==> config.mk <==
export PLATFORM = sky130hd
export DESIGN_NAME = vtx_array_desc_parser
export DESIGN_NICKNAME = d
export VERILOG_FILES = /design/src/rtl/vad_pkg.sv /design/src/rtl/vad_ctrl.sv /design/src/rtl/vad_pair_reg.sv /design/src/rtl/vad_out_stage.sv /design/src/rtl/vtx_array_desc_parser.sv
export SDC_FILE = /design/constraint.sdc
export NUM_CORES = 1
export LEC_CHECK = 0
export BUFFER_PORTS_ARGS = -buffer_cell sky130_fd_sc_hd__buf_2
export CAP_MARGIN = 20
export CORE_ASPECT_RATIO = 0.9
export CORE_MARGIN = 2
export CORE_UTILIZATION = 49
export DETAILED_ROUTE_END_ITERATION = 8
export MAX_ROUTING_LAYER = met4
export PLACE_DENSITY = 0.81
export SYNTH_ARGS = -nofsm -noshare
export SYNTH_HDL_FRONTEND = slang
export SYNTH_HIERARCHICAL = 1
export SYNTH_SLANG_ARGS = --single-unit
==> constraint.sdc <==
create_clock -name clk -period 2.02 [get_ports clk]
set_clock_uncertainty 0.05 [all_clocks]
set_input_delay 0.303 -clock clk [delete_from_list [all_inputs] [get_ports clk]]
set_output_delay 0.303 -clock clk [all_outputs]
set_load 0.03 [all_outputs]
==> src/rtl/vad_pkg.sv <==
package vad_pkg;
  localparam int BYTE_W = 8;
  localparam int HALF_W = 2 * BYTE_W;
  localparam int WORD_W = 2 * HALF_W;

  typedef enum logic [1:0] {
    ST_IDLE  = 2'd0,
    ST_PACK  = 2'd1,
    ST_PTR_A = 2'd2,
    ST_PTR_B = 2'd3
  } vad_state_t;

  typedef struct packed {
    logic [BYTE_W-1:0] stride;
    logic [BYTE_W-1:0] size;
  } vad_half_t;
endpackage

==> src/rtl/vad_ctrl.sv <==
module vad_ctrl
  import vad_pkg::*;
#(
  parameter int CNT_W = 8
) (
  input  logic             clk,
  input  logic             rst,
  input  logic             take,
  input  logic             sop,
  input  logic [CNT_W-1:0] cnt_in,
  output logic             load_pair,
  output logic             emit_a,
  output logic             emit_b,
  output logic             emit_last,
  output logic [CNT_W-1:0] emit_idx,
  output logic             err
);
  vad_state_t       state;
  logic [CNT_W-1:0] remain;
  logic [CNT_W-1:0] idx;
  logic             body;

  assign body      = take && !sop;
  assign load_pair = body && (state == ST_PACK);
  assign emit_a    = body && (state == ST_PTR_A);
  assign emit_b    = body && (state == ST_PTR_B);
  assign emit_last = (remain == CNT_W'(1));
  assign emit_idx  = idx;

  always_ff @(posedge clk) begin
    if (rst) begin
      state  <= ST_IDLE;
      remain <= '0;
      idx    <= '0;
      err    <= 1'b0;
    end else begin
      err <= 1'b0;
      if (take && sop) begin
        err    <= (state != ST_IDLE);
        remain <= cnt_in;
        idx    <= '0;
        state  <= (cnt_in == '0) ? ST_IDLE : ST_PACK;
      end else if (body) begin
        unique case (state)
          ST_IDLE: state <= ST_IDLE;
          ST_PACK: state <= ST_PTR_A;
          ST_PTR_A: begin
            remain <= remain - CNT_W'(1);
            idx    <= idx + CNT_W'(1);
            state  <= emit_last ? ST_IDLE : ST_PTR_B;
          end
          ST_PTR_B: begin
            remain <= remain - CNT_W'(1);
            idx    <= idx + CNT_W'(1);
            state  <= emit_last ? ST_IDLE : ST_PACK;
          end
          default: state <= ST_IDLE;
        endcase
      end
    end
  end
endmodule

==> src/rtl/vad_pair_reg.sv <==
module vad_pair_reg
  import vad_pkg::*;
(
  input  logic              clk,
  input  logic              rst,
  input  logic              load,
  input  logic [WORD_W-1:0] din,
  input  logic              sel_upper,
  output vad_half_t         half
);
  vad_half_t lo_q;
  vad_half_t hi_q;

  always_ff @(posedge clk) begin
    if (rst) begin
      lo_q <= '0;
      hi_q <= '0;
    end else if (load) begin
      lo_q <= din[HALF_W-1:0];
      hi_q <= din[WORD_W-1:HALF_W];
    end
  end

  assign half = sel_upper ? hi_q : lo_q;
endmodule

==> src/rtl/vad_out_stage.sv <==
module vad_out_stage
  import vad_pkg::*;
#(
  parameter int IDX_W = 8,
  parameter int PTR_W = 32
) (
  input  logic              clk,
  input  logic              rst,
  input  logic              load,
  input  logic [IDX_W-1:0]  idx_in,
  input  vad_half_t         half_in,
  input  logic [PTR_W-1:0]  ptr_in,
  input  logic              last_in,
  input  logic              ready,
  output logic              valid,
  output logic [IDX_W-1:0]  idx_q,
  output logic [BYTE_W-1:0] size_q,
  output logic [BYTE_W-1:0] stride_q,
  output logic [PTR_W-1:0]  ptr_q,
  output logic              last_q
);
  always_ff @(posedge clk) begin
    if (rst) begin
      valid    <= 1'b0;
      idx_q    <= '0;
      size_q   <= '0;
      stride_q <= '0;
      ptr_q    <= '0;
      last_q   <= 1'b0;
    end else begin
      if (load) begin
        valid    <= 1'b1;
        idx_q    <= idx_in;
        size_q   <= half_in.size;
        stride_q <= half_in.stride;
        ptr_q    <= ptr_in;
        last_q   <= last_in;
      end else if (ready) begin
        valid <= 1'b0;
      end
    end
  end
endmodule

==> src/rtl/vtx_array_desc_parser.sv <==
module vtx_array_desc_parser
  import vad_pkg::*;
#(
  parameter int CNT_W = 8
) (
  input  logic              clk,
  input  logic              rst,
  input  logic              cmd_valid,
  output logic              cmd_ready,
  input  logic [WORD_W-1:0] cmd_data,
  input  logic              cmd_sop,
  output logic              rec_valid,
  input  logic              rec_ready,
  output logic [CNT_W-1:0]  rec_index,
  output logic [BYTE_W-1:0] rec_size,
  output logic [BYTE_W-1:0] rec_stride,
  output logic [WORD_W-1:0] rec_ptr,
  output logic              rec_last,
  output logic              pkt_err
);
  logic             take;
  logic             load_pair;
  logic             emit_a;
  logic             emit_b;
  logic             emit_last;
  logic [CNT_W-1:0] emit_idx;
  vad_half_t        half;

  assign cmd_ready = !rec_valid || rec_ready;
  assign take      = cmd_valid && cmd_ready;

  vad_ctrl #(.CNT_W(CNT_W)) u_ctrl (
    .clk       (clk),
    .rst       (rst),
    .take      (take),
    .sop       (cmd_sop),
    .cnt_in    (cmd_data[CNT_W-1:0]),
    .load_pair (load_pair),
    .emit_a    (emit_a),
    .emit_b    (emit_b),
    .emit_last (emit_last),
    .emit_idx  (emit_idx),
    .err       (pkt_err)
  );

  vad_pair_reg u_pair (
    .clk       (clk),
    .rst       (rst),
    .load      (load_pair),
    .din       (cmd_data),
    .sel_upper (emit_b),
    .half      (half)
  );

  vad_out_stage #(.IDX_W(CNT_W), .PTR_W(WORD_W)) u_out (
    .clk      (clk),
    .rst      (rst),
    .load     (emit_a || emit_b),
    .idx_in   (emit_idx),
    .half_in  (half),
    .ptr_in   (cmd_data),
    .last_in  (emit_last),
    .ready    (rec_ready),
    .valid    (rec_valid),
    .idx_q    (rec_index),
    .size_q   (rec_size),
    .stride_q (rec_stride),
    .ptr_q    (rec_ptr),
    .last_q   (rec_last)
  );
endmodule

**Word level (Yosys, flattened, before mapping)**

Cells that the tools add are included.

- Add/subtract/negate cells: 2
- Equal/unequal tests: 4
- Mux-type cells: 12
- Bitwise logic cells: 1
- Reduce and logical (&&, ||, !) cells: 21

Operator list:

| kind | number |
|---|---|
| $mux 8 | 3 |
| $mux 16 | 1 |
| $add 8x1->8 const B | 1 |
| $eq 8x1->1 const B | 1 |
| $logic_not 8->1 | 1 |
| $pmux 2 s4 | 1 |
| $reduce_bool 2->1 | 4 |
| $sub 8x1->8 const B | 1 |
| $logic_and 1x1->1 | 6 |
| $mux 2 | 3 |
| $reduce_or 2->1 | 3 |
| $eq 2x2->1 const B | 2 |
| $mux 1 | 4 |
| $reduce_and 2->1 | 2 |
| $eq 2x1->1 const B | 1 |
| $logic_not 1->1 | 2 |
| $logic_not 2->1 | 1 |
| $logic_or 1x1->1 | 2 |
| $not 1->1 | 1 |

- Register bits after elaboration: 109
- Bits of input ports: 37
- Output and inout bits: 60
- Logic and storage cells: 54

**Logic depth before layout (Yosys ltp)**

- Depth in word-level cells: 7
- Mapped depth: 11
- Mapped depth without buffers: 7

**Modules after synthesis**

Netlist, hierarchy kept.

By module, submodules not included:

| module | instances | cells an instance | area each (um^2) | seq. area each (um^2) |
|---|---|---|---|---|
| vad_out_stage | 1 | 188 | 2074.5 | 1161.1 |
| vad_pair_reg | 1 | 121 | 1393.8 | 640.6 |
| vad_ctrl | 1 | 134 | 1107.3 | 380.4 |
| vtx_array_desc_parser | 1 | 3 | 28.8 | 0.0 |

**Worst setup path after synthesis**

OpenSTA, ideal clock, no wires.

- Path kind: flip-flop to flip-flop
- Start: register u_out.valid
- End: register u_out.size_q[2]
- Library setup time: 0.128 ns
- Data arrival time: 2.178 ns
- Data required time: 1.842 ns
- Path slack: -0.336 ns
- Cell stages (with the launch flop): 12
- Buffers on the path: 4
- Clock period less this slack: 2.356 ns
- Cell sequence: dfxtp_1 -> nand2b_4 -> and2_4 -> and3b_1 -> clkbuf_1 -> and2_1 -> or2_1 -> buf_6 -> buf_8 -> buf_12 -> mux2i_1 -> nor2_1

- Cells in the longest elaborated chain, start to end: 6
- Elaborated cells between the ends (all ways): 8
- Classes of those cells: mux (1); reduce/logical (7)

RTL lines:

| element | line | RTL |
|---|---|---|
| from (decl) | vad_out_stage.sv:15 | `output logic valid,` |
| from (signal assigned) | vad_out_stage.sv:24 | `valid <= 1'b0;` |
| from (signal assigned) | vad_out_stage.sv:32 | `valid <= 1'b1;` |
| from (signal assigned) | vad_out_stage.sv:39 | `valid <= 1'b0;` |
| $logic_not 1->1 * | vtx_array_desc_parser.sv:29 | `assign cmd_ready = !rec_valid \|\| rec_ready;` |
| $logic_or 1x1->1 * | vtx_array_desc_parser.sv:29 |  |
| named net cmd_ready | vtx_array_desc_parser.sv:9 | `output logic cmd_ready,` |
| $logic_and 1x1->1 * | vtx_array_desc_parser.sv:30 | `assign take = cmd_valid && cmd_ready;` |
| named net take | vtx_array_desc_parser.sv:21 | `logic take;` |
| $logic_and 1x1->1 * | vad_ctrl.sv:23 | `assign body = take && !sop;` |
| $logic_and 1x1->1 * | vad_ctrl.sv:26 | `assign emit_b = body && (state == ST_PTR_B);` |
| named net emit_b | vtx_array_desc_parser.sv:24 | `logic emit_b;` |
| $mux 16 / $logic_or 1x1->1 (equally long branches) | vad_pair_reg.sv:24, vtx_array_desc_parser.sv:58 |  |
| to (signal assigned) | vad_out_stage.sv:34 | `size_q <= half_in.size;` |
| to (decl) | vad_out_stage.sv:17 | `output logic [BYTE_W-1:0] size_q,` |

The timed path passes the listed nets; every way through them passes the cells marked *.
A chain may end at the register's enable or synchronous reset.

**Final worst setup path**

- Start: register u_out.valid
- End: register u_out.size_q[5]

- Cells in the longest elaborated chain, start to end: 6
- Elaborated cells between the ends (all ways): 8
- Classes of those cells: mux (1); reduce/logical (7)

RTL lines:

| element | line |
|---|---|
| $logic_not 1->1 * | vtx_array_desc_parser.sv:29 |
| $logic_or 1x1->1 * | vtx_array_desc_parser.sv:29 |
| $logic_and 1x1->1 * | vtx_array_desc_parser.sv:30 |
| named net take | vtx_array_desc_parser.sv:21 |
| $logic_and 1x1->1 * | vad_ctrl.sv:23 |
| $logic_and 1x1->1 * | vad_ctrl.sv:26 |
| named net emit_b | vtx_array_desc_parser.sv:24 |
| $mux 16 / $logic_or 1x1->1 (equally long branches) | vad_pair_reg.sv:24, vtx_array_desc_parser.sv:58 |

Marks and branches as above.

==> qor_table.md <==
| Parameter | Value | Unit |
|---|---|---|
| Detailed-route vias per instance | 5.30 | - |
| Cell variety after synth | 51 | - |
| Crit path capture type | register | - |
| Max-capacitance violation count | 0 | - |
| Placement row count | 33 | - |
| Critical Path Fanout Max | 25 | - |
| CTS tree | done | - |
| Number of antenna diodes | 0 | - |
| Starting density of the core | 0.505 | - |
| Sequential share of the synthesized area | 0.474 | - |
| Final net count | 578 | - |
| Estimated wirelength of the detail-placed design | 7150 | um |
| Total gr overflow | 0 | - |
| H-tree lvl count | 3 | - |
| Maximum number of pins on one net before global-route repair | 61 | - |
| IO Port Bufs | 96 | - |
| Initial DRT Pass Iterations | 5 | - |
| Unrepaired setup endpoints after global routing | no | - |
| Synthesized net count | 486 | - |
| Global-route wire length before repair | 16,600 | um |
| Post-synth EDFFs | 0 | - |
| Final instance area | 5400 | um^2 |
| Number of clock sinks seen by CTS | 109 | - |
| Chip Width | 106 | um |
| Worst Setup Start Kind | register | - |
| Bufs on Longest Clock Path | 2 | - |
| Number of synthesis warnings | 6 | - |
| Placer congestion estimate | 0.828 | - |
| Worst-path clk slew | 0.11 | ns |
| Ports | 97 | - |
| Final routed wire length divided by cell count | 15.1 | um |
| CTS Root Cell | sky130_fd_sc_hd__clkbuf_8 | - |
| Measured slew at the worst slew-check pin | 0.521 | ns |
| Yosys reg bits | 109 | - |
| Final worst path period share | 0.893 | - |
| Fmax achieved | 554 | MHz |
| Flip-flop cell with the highest count after synthesis | sky130_fd_sc_hd__dfxtp_1 | - |
| Die height | 96.0 | um |
| WS Path Type | register to register | - |
| Hold crit path type | input port to register | - |
| Power density cells | 711 | nW/um^2 |
| Relative slew margins | 0.650 | - |
| Count of nets left with antenna violations after detail routing | 0 | - |
| Maximum resistive drop on vdd | 0.000426 | V |
| Average size of a mapped cell | 10.3 | um^2 |
| Ratio of cells with drive above 1 in the final layout | 0.274 | - |
| Number of violations reported at the end of detailed-routing iteration 0 | 203 | - |
| Count of unresolved DRC violations after routing | 0 | - |
| Final count of negative-setup-slack endpoints | 0 | - |
| Clock buffers created by TritonCTS | 9 | - |
| Setup Fix Bufs, Post-CTS | 0 | - |
| Routed vias | 3,523 | - |
| Endpoint arrival time on the critical path | 2.00 | ns |
| Data required time at the worst endpoint | 2.22 | ns |
| Static leakage | 0.00213 | uW |
| Setup TNS after final layout | 0 | ns |
| Post-synth design cell area | 4600 | um^2 |
| Run status | completed | - |
| WL final | 10,000 | um |
| Final-report hold violation count | 0 | - |
| Number of max-slew violations in the final report | 0 | - |
| Instance area at placement | 5200 | um^2 |
| Die outline area | 10,200 | um^2 |
| Overall routing resource usage | 0.211 | - |
| Shortest clock period the worst path allows after layout | 1.80 | ns |
| Proportion of synthesized flip-flops having asynchronous set or reset | 0 | - |
| Fill cell count | 779 | - |
| Number of global-route vias before repair | 3,414 | - |
| Worst skew pair latency | 0.37 | ns |
| Number of hold-repair buffers added at the cts stage | 0 | - |
| Placeable core area | 9130 | um^2 |
| P&R area growth vs syn | 17.3 | % |
| Count of instances resized after the clock tree is built | 0 | - |
| Antenna violations before repair | 0 | - |
| Post-Syn Instances | 446 | - |
[state kept, by name, summed over array words and instances (netlist names)]
| name | flops |
|---|---|
| u_ctrl/emit_idx | 8 |
| u_ctrl/err | 1 |
| u_ctrl/remain | 8 |
| u_ctrl/state | 2 |
| u_out/idx_q | 8 |
| u_out/last_q | 1 |
| u_out/ptr_q | 32 |
| u_out/size_q | 8 |
| u_out/stride_q | 8 |
| u_out/valid | 1 |
| u_pair/hi_q | 16 |
| u_pair/lo_q | 16 |
[cells by family (layout without fill, tap and decap cells)]
| kind of cell | count (synthesis) | after routing | synth area share |
|---|---|---|---|
| multiplexers | 107 | 107 | 0.245 |
| XOR/XNOR | 2 | 2 | 0.00381 |
| buffers and inverters | 37 | 134 | 0.0587 |
| AO/OA/AOI/OAI | 37 | 37 | 0.0516 |
| flip-flops | 109 | 109 | 0.474 |
| AND/OR/NAND/NOR | 151 | 151 | 0.159 |
| adder cells (fa/ha/maj) | 3 | 3 | 0.00815 |
[synthesized netlist by cell type (6+ instances only)]
cell | number | area, um^2
sky130_fd_sc_hd__dfxtp_1 | 109 | 2180
sky130_fd_sc_hd__inv_1 | 9 | 33.8
sky130_fd_sc_hd__mux2_4 | 10 | 150
sky130_fd_sc_hd__mux2_2 | 6 | 67.6
sky130_fd_sc_hd__clkbuf_1 | 9 | 33.8
sky130_fd_sc_hd__nand2_1 | 13 | 48.8
sky130_fd_sc_hd__nor3b_1 | 6 | 45.0
sky130_fd_sc_hd__mux2i_1 | 91 | 911
sky130_fd_sc_hd__buf_2 | 6 | 30.0
sky130_fd_sc_hd__a21oi_1 | 14 | 70.1
sky130_fd_sc_hd__o21ai_0 | 7 | 35.0
sky130_fd_sc_hd__nor2_1 | 94 | 353
[final timing paths]
check | startpoint | end | slack, ns | cells past startpoint
max | u_out/valid$_SDFFE_PP0P_ | u_out/size_q[5]$_SDFFE_PP0P_ | 0.22 | 8
min | cmd_data[14] | u_out/ptr_q[14]$_SDFFE_PP0P_ | 0.14 | 3
max reg2reg | u_out/valid$_SDFFE_PP0P_ | u_out/size_q[5]$_SDFFE_PP0P_ | 0.22 | 8
min reg2reg | u_ctrl/emit_idx[1]$_SDFFE_PP0P_ | u_ctrl/emit_idx[1]$_SDFFE_PP0P_ | 0.45 | 2
[layout make-up]
class	instances	area [um^2]	share of cell area
flip-flops and latches	109	2190	0.405
multi-input cells	300	2160	0.399
repair buffers	109	668	0.124
clock buffers	10	128	0.0236
well taps	122	153	0.0283
clock inverters	6	76.3	0.0141
inverters	9	33.8	0.00625
[power by group]
| part | total (uW) | internal (uW) | switching, uW |
|---|---|---|---|
| Clock | 1350 | 599 | 751 |
| Sequential | 2200 | 2180 | 27.6 |
| Combinational | 287 | 119 | 168 |
| Total | 3840 | 2890 | 947 |
[critical path, cell delays in order (launching register included)]
cell                       delay (ns)
sky130_fd_sc_hd__dfxtp_4         0.37
sky130_fd_sc_hd__nand2b_4        0.06
sky130_fd_sc_hd__and2_4          0.16
sky130_fd_sc_hd__and3b_1         0.18
sky130_fd_sc_hd__and2_4          0.18
sky130_fd_sc_hd__or2_4           0.18
sky130_fd_sc_hd__buf_12          0.21
sky130_fd_sc_hd__mux2i_1         0.22
sky130_fd_sc_hd__nor2_1          0.06
[metrics by stage]
step	cells	utilization	power [uW]	worst slack [ns]	hold slack (ns)
2_1_floorplan	446	-	2430	-0.0468	0.325
3_3_place_gp	649	0.570	2530	0.159	0.413
3_5_place_dp	649	0.570	2540	0.103	0.427
4_1_cts	665	0.592	3870	0.213	0.121
5_1_grt	665	0.592	4000	0.127	0.124
6_report	665	0.592	3840	0.215	0.136
[layer usage]
layer / part of all wire / up-vias / GRT usage
met5: 0 / - / -
met4: 0.014 / 0 / 0.0833
met3: 0.051 / 15 / 0.0454
met2: 0.49 / 109 / 0.350
met1: 0.45 / 1675 / 0.254
li1: - / 1724 / -
[cells in the final DEF (no fill, tap or decap), types with 2 or more instances in the layout]
| cell type | netlist | routed |
|---|---|---|
| sky130_fd_sc_hd__or4_1 | 2 | 2 |
| sky130_fd_sc_hd__buf_12 | 3 | 7 |
| sky130_fd_sc_hd__o31ai_1 | 2 | 2 |
| sky130_fd_sc_hd__inv_6 | 0 | 3 |
| sky130_fd_sc_hd__and3_1 | 2 | 2 |
| sky130_fd_sc_hd__clkbuf_8 | 0 | 9 |
| sky130_fd_sc_hd__buf_2 | 6 | 95 |
| sky130_fd_sc_hd__nor4_1 | 3 | 3 |
| sky130_fd_sc_hd__mux2i_1 | 91 | 91 |
| sky130_fd_sc_hd__nand2b_1 | 3 | 3 |
| sky130_fd_sc_hd__mux2_4 | 10 | 10 |
| sky130_fd_sc_hd__nor3_1 | 4 | 4 |
| sky130_fd_sc_hd__nor2_1 | 94 | 94 |
| sky130_fd_sc_hd__o32ai_1 | 2 | 2 |
| sky130_fd_sc_hd__a21oi_1 | 14 | 14 |
| sky130_fd_sc_hd__nand2_1 | 13 | 13 |
| sky130_fd_sc_hd__mux2_2 | 6 | 6 |
| sky130_fd_sc_hd__nor3b_1 | 6 | 6 |
| sky130_fd_sc_hd__nor2b_1 | 2 | 2 |
| sky130_fd_sc_hd__o21ai_0 | 7 | 7 |
| sky130_fd_sc_hd__or3_1 | 3 | 3 |
| sky130_fd_sc_hd__nand4_1 | 3 | 3 |
| sky130_fd_sc_hd__and2_1 | 4 | 3 |
| sky130_fd_sc_hd__buf_4 | 4 | 7 |
| sky130_fd_sc_hd__ha_1 | 3 | 3 |
| sky130_fd_sc_hd__xnor2_1 | 2 | 2 |
| sky130_fd_sc_hd__o221ai_1 | 2 | 2 |
| sky130_fd_sc_hd__and2_4 | 1 | 2 |
| sky130_fd_sc_hd__nand3_1 | 2 | 2 |
| sky130_fd_sc_hd__inv_1 | 9 | 9 |
| sky130_fd_sc_hd__dfxtp_1 | 109 | 108 |
Power figures use the tool's default switching activity.
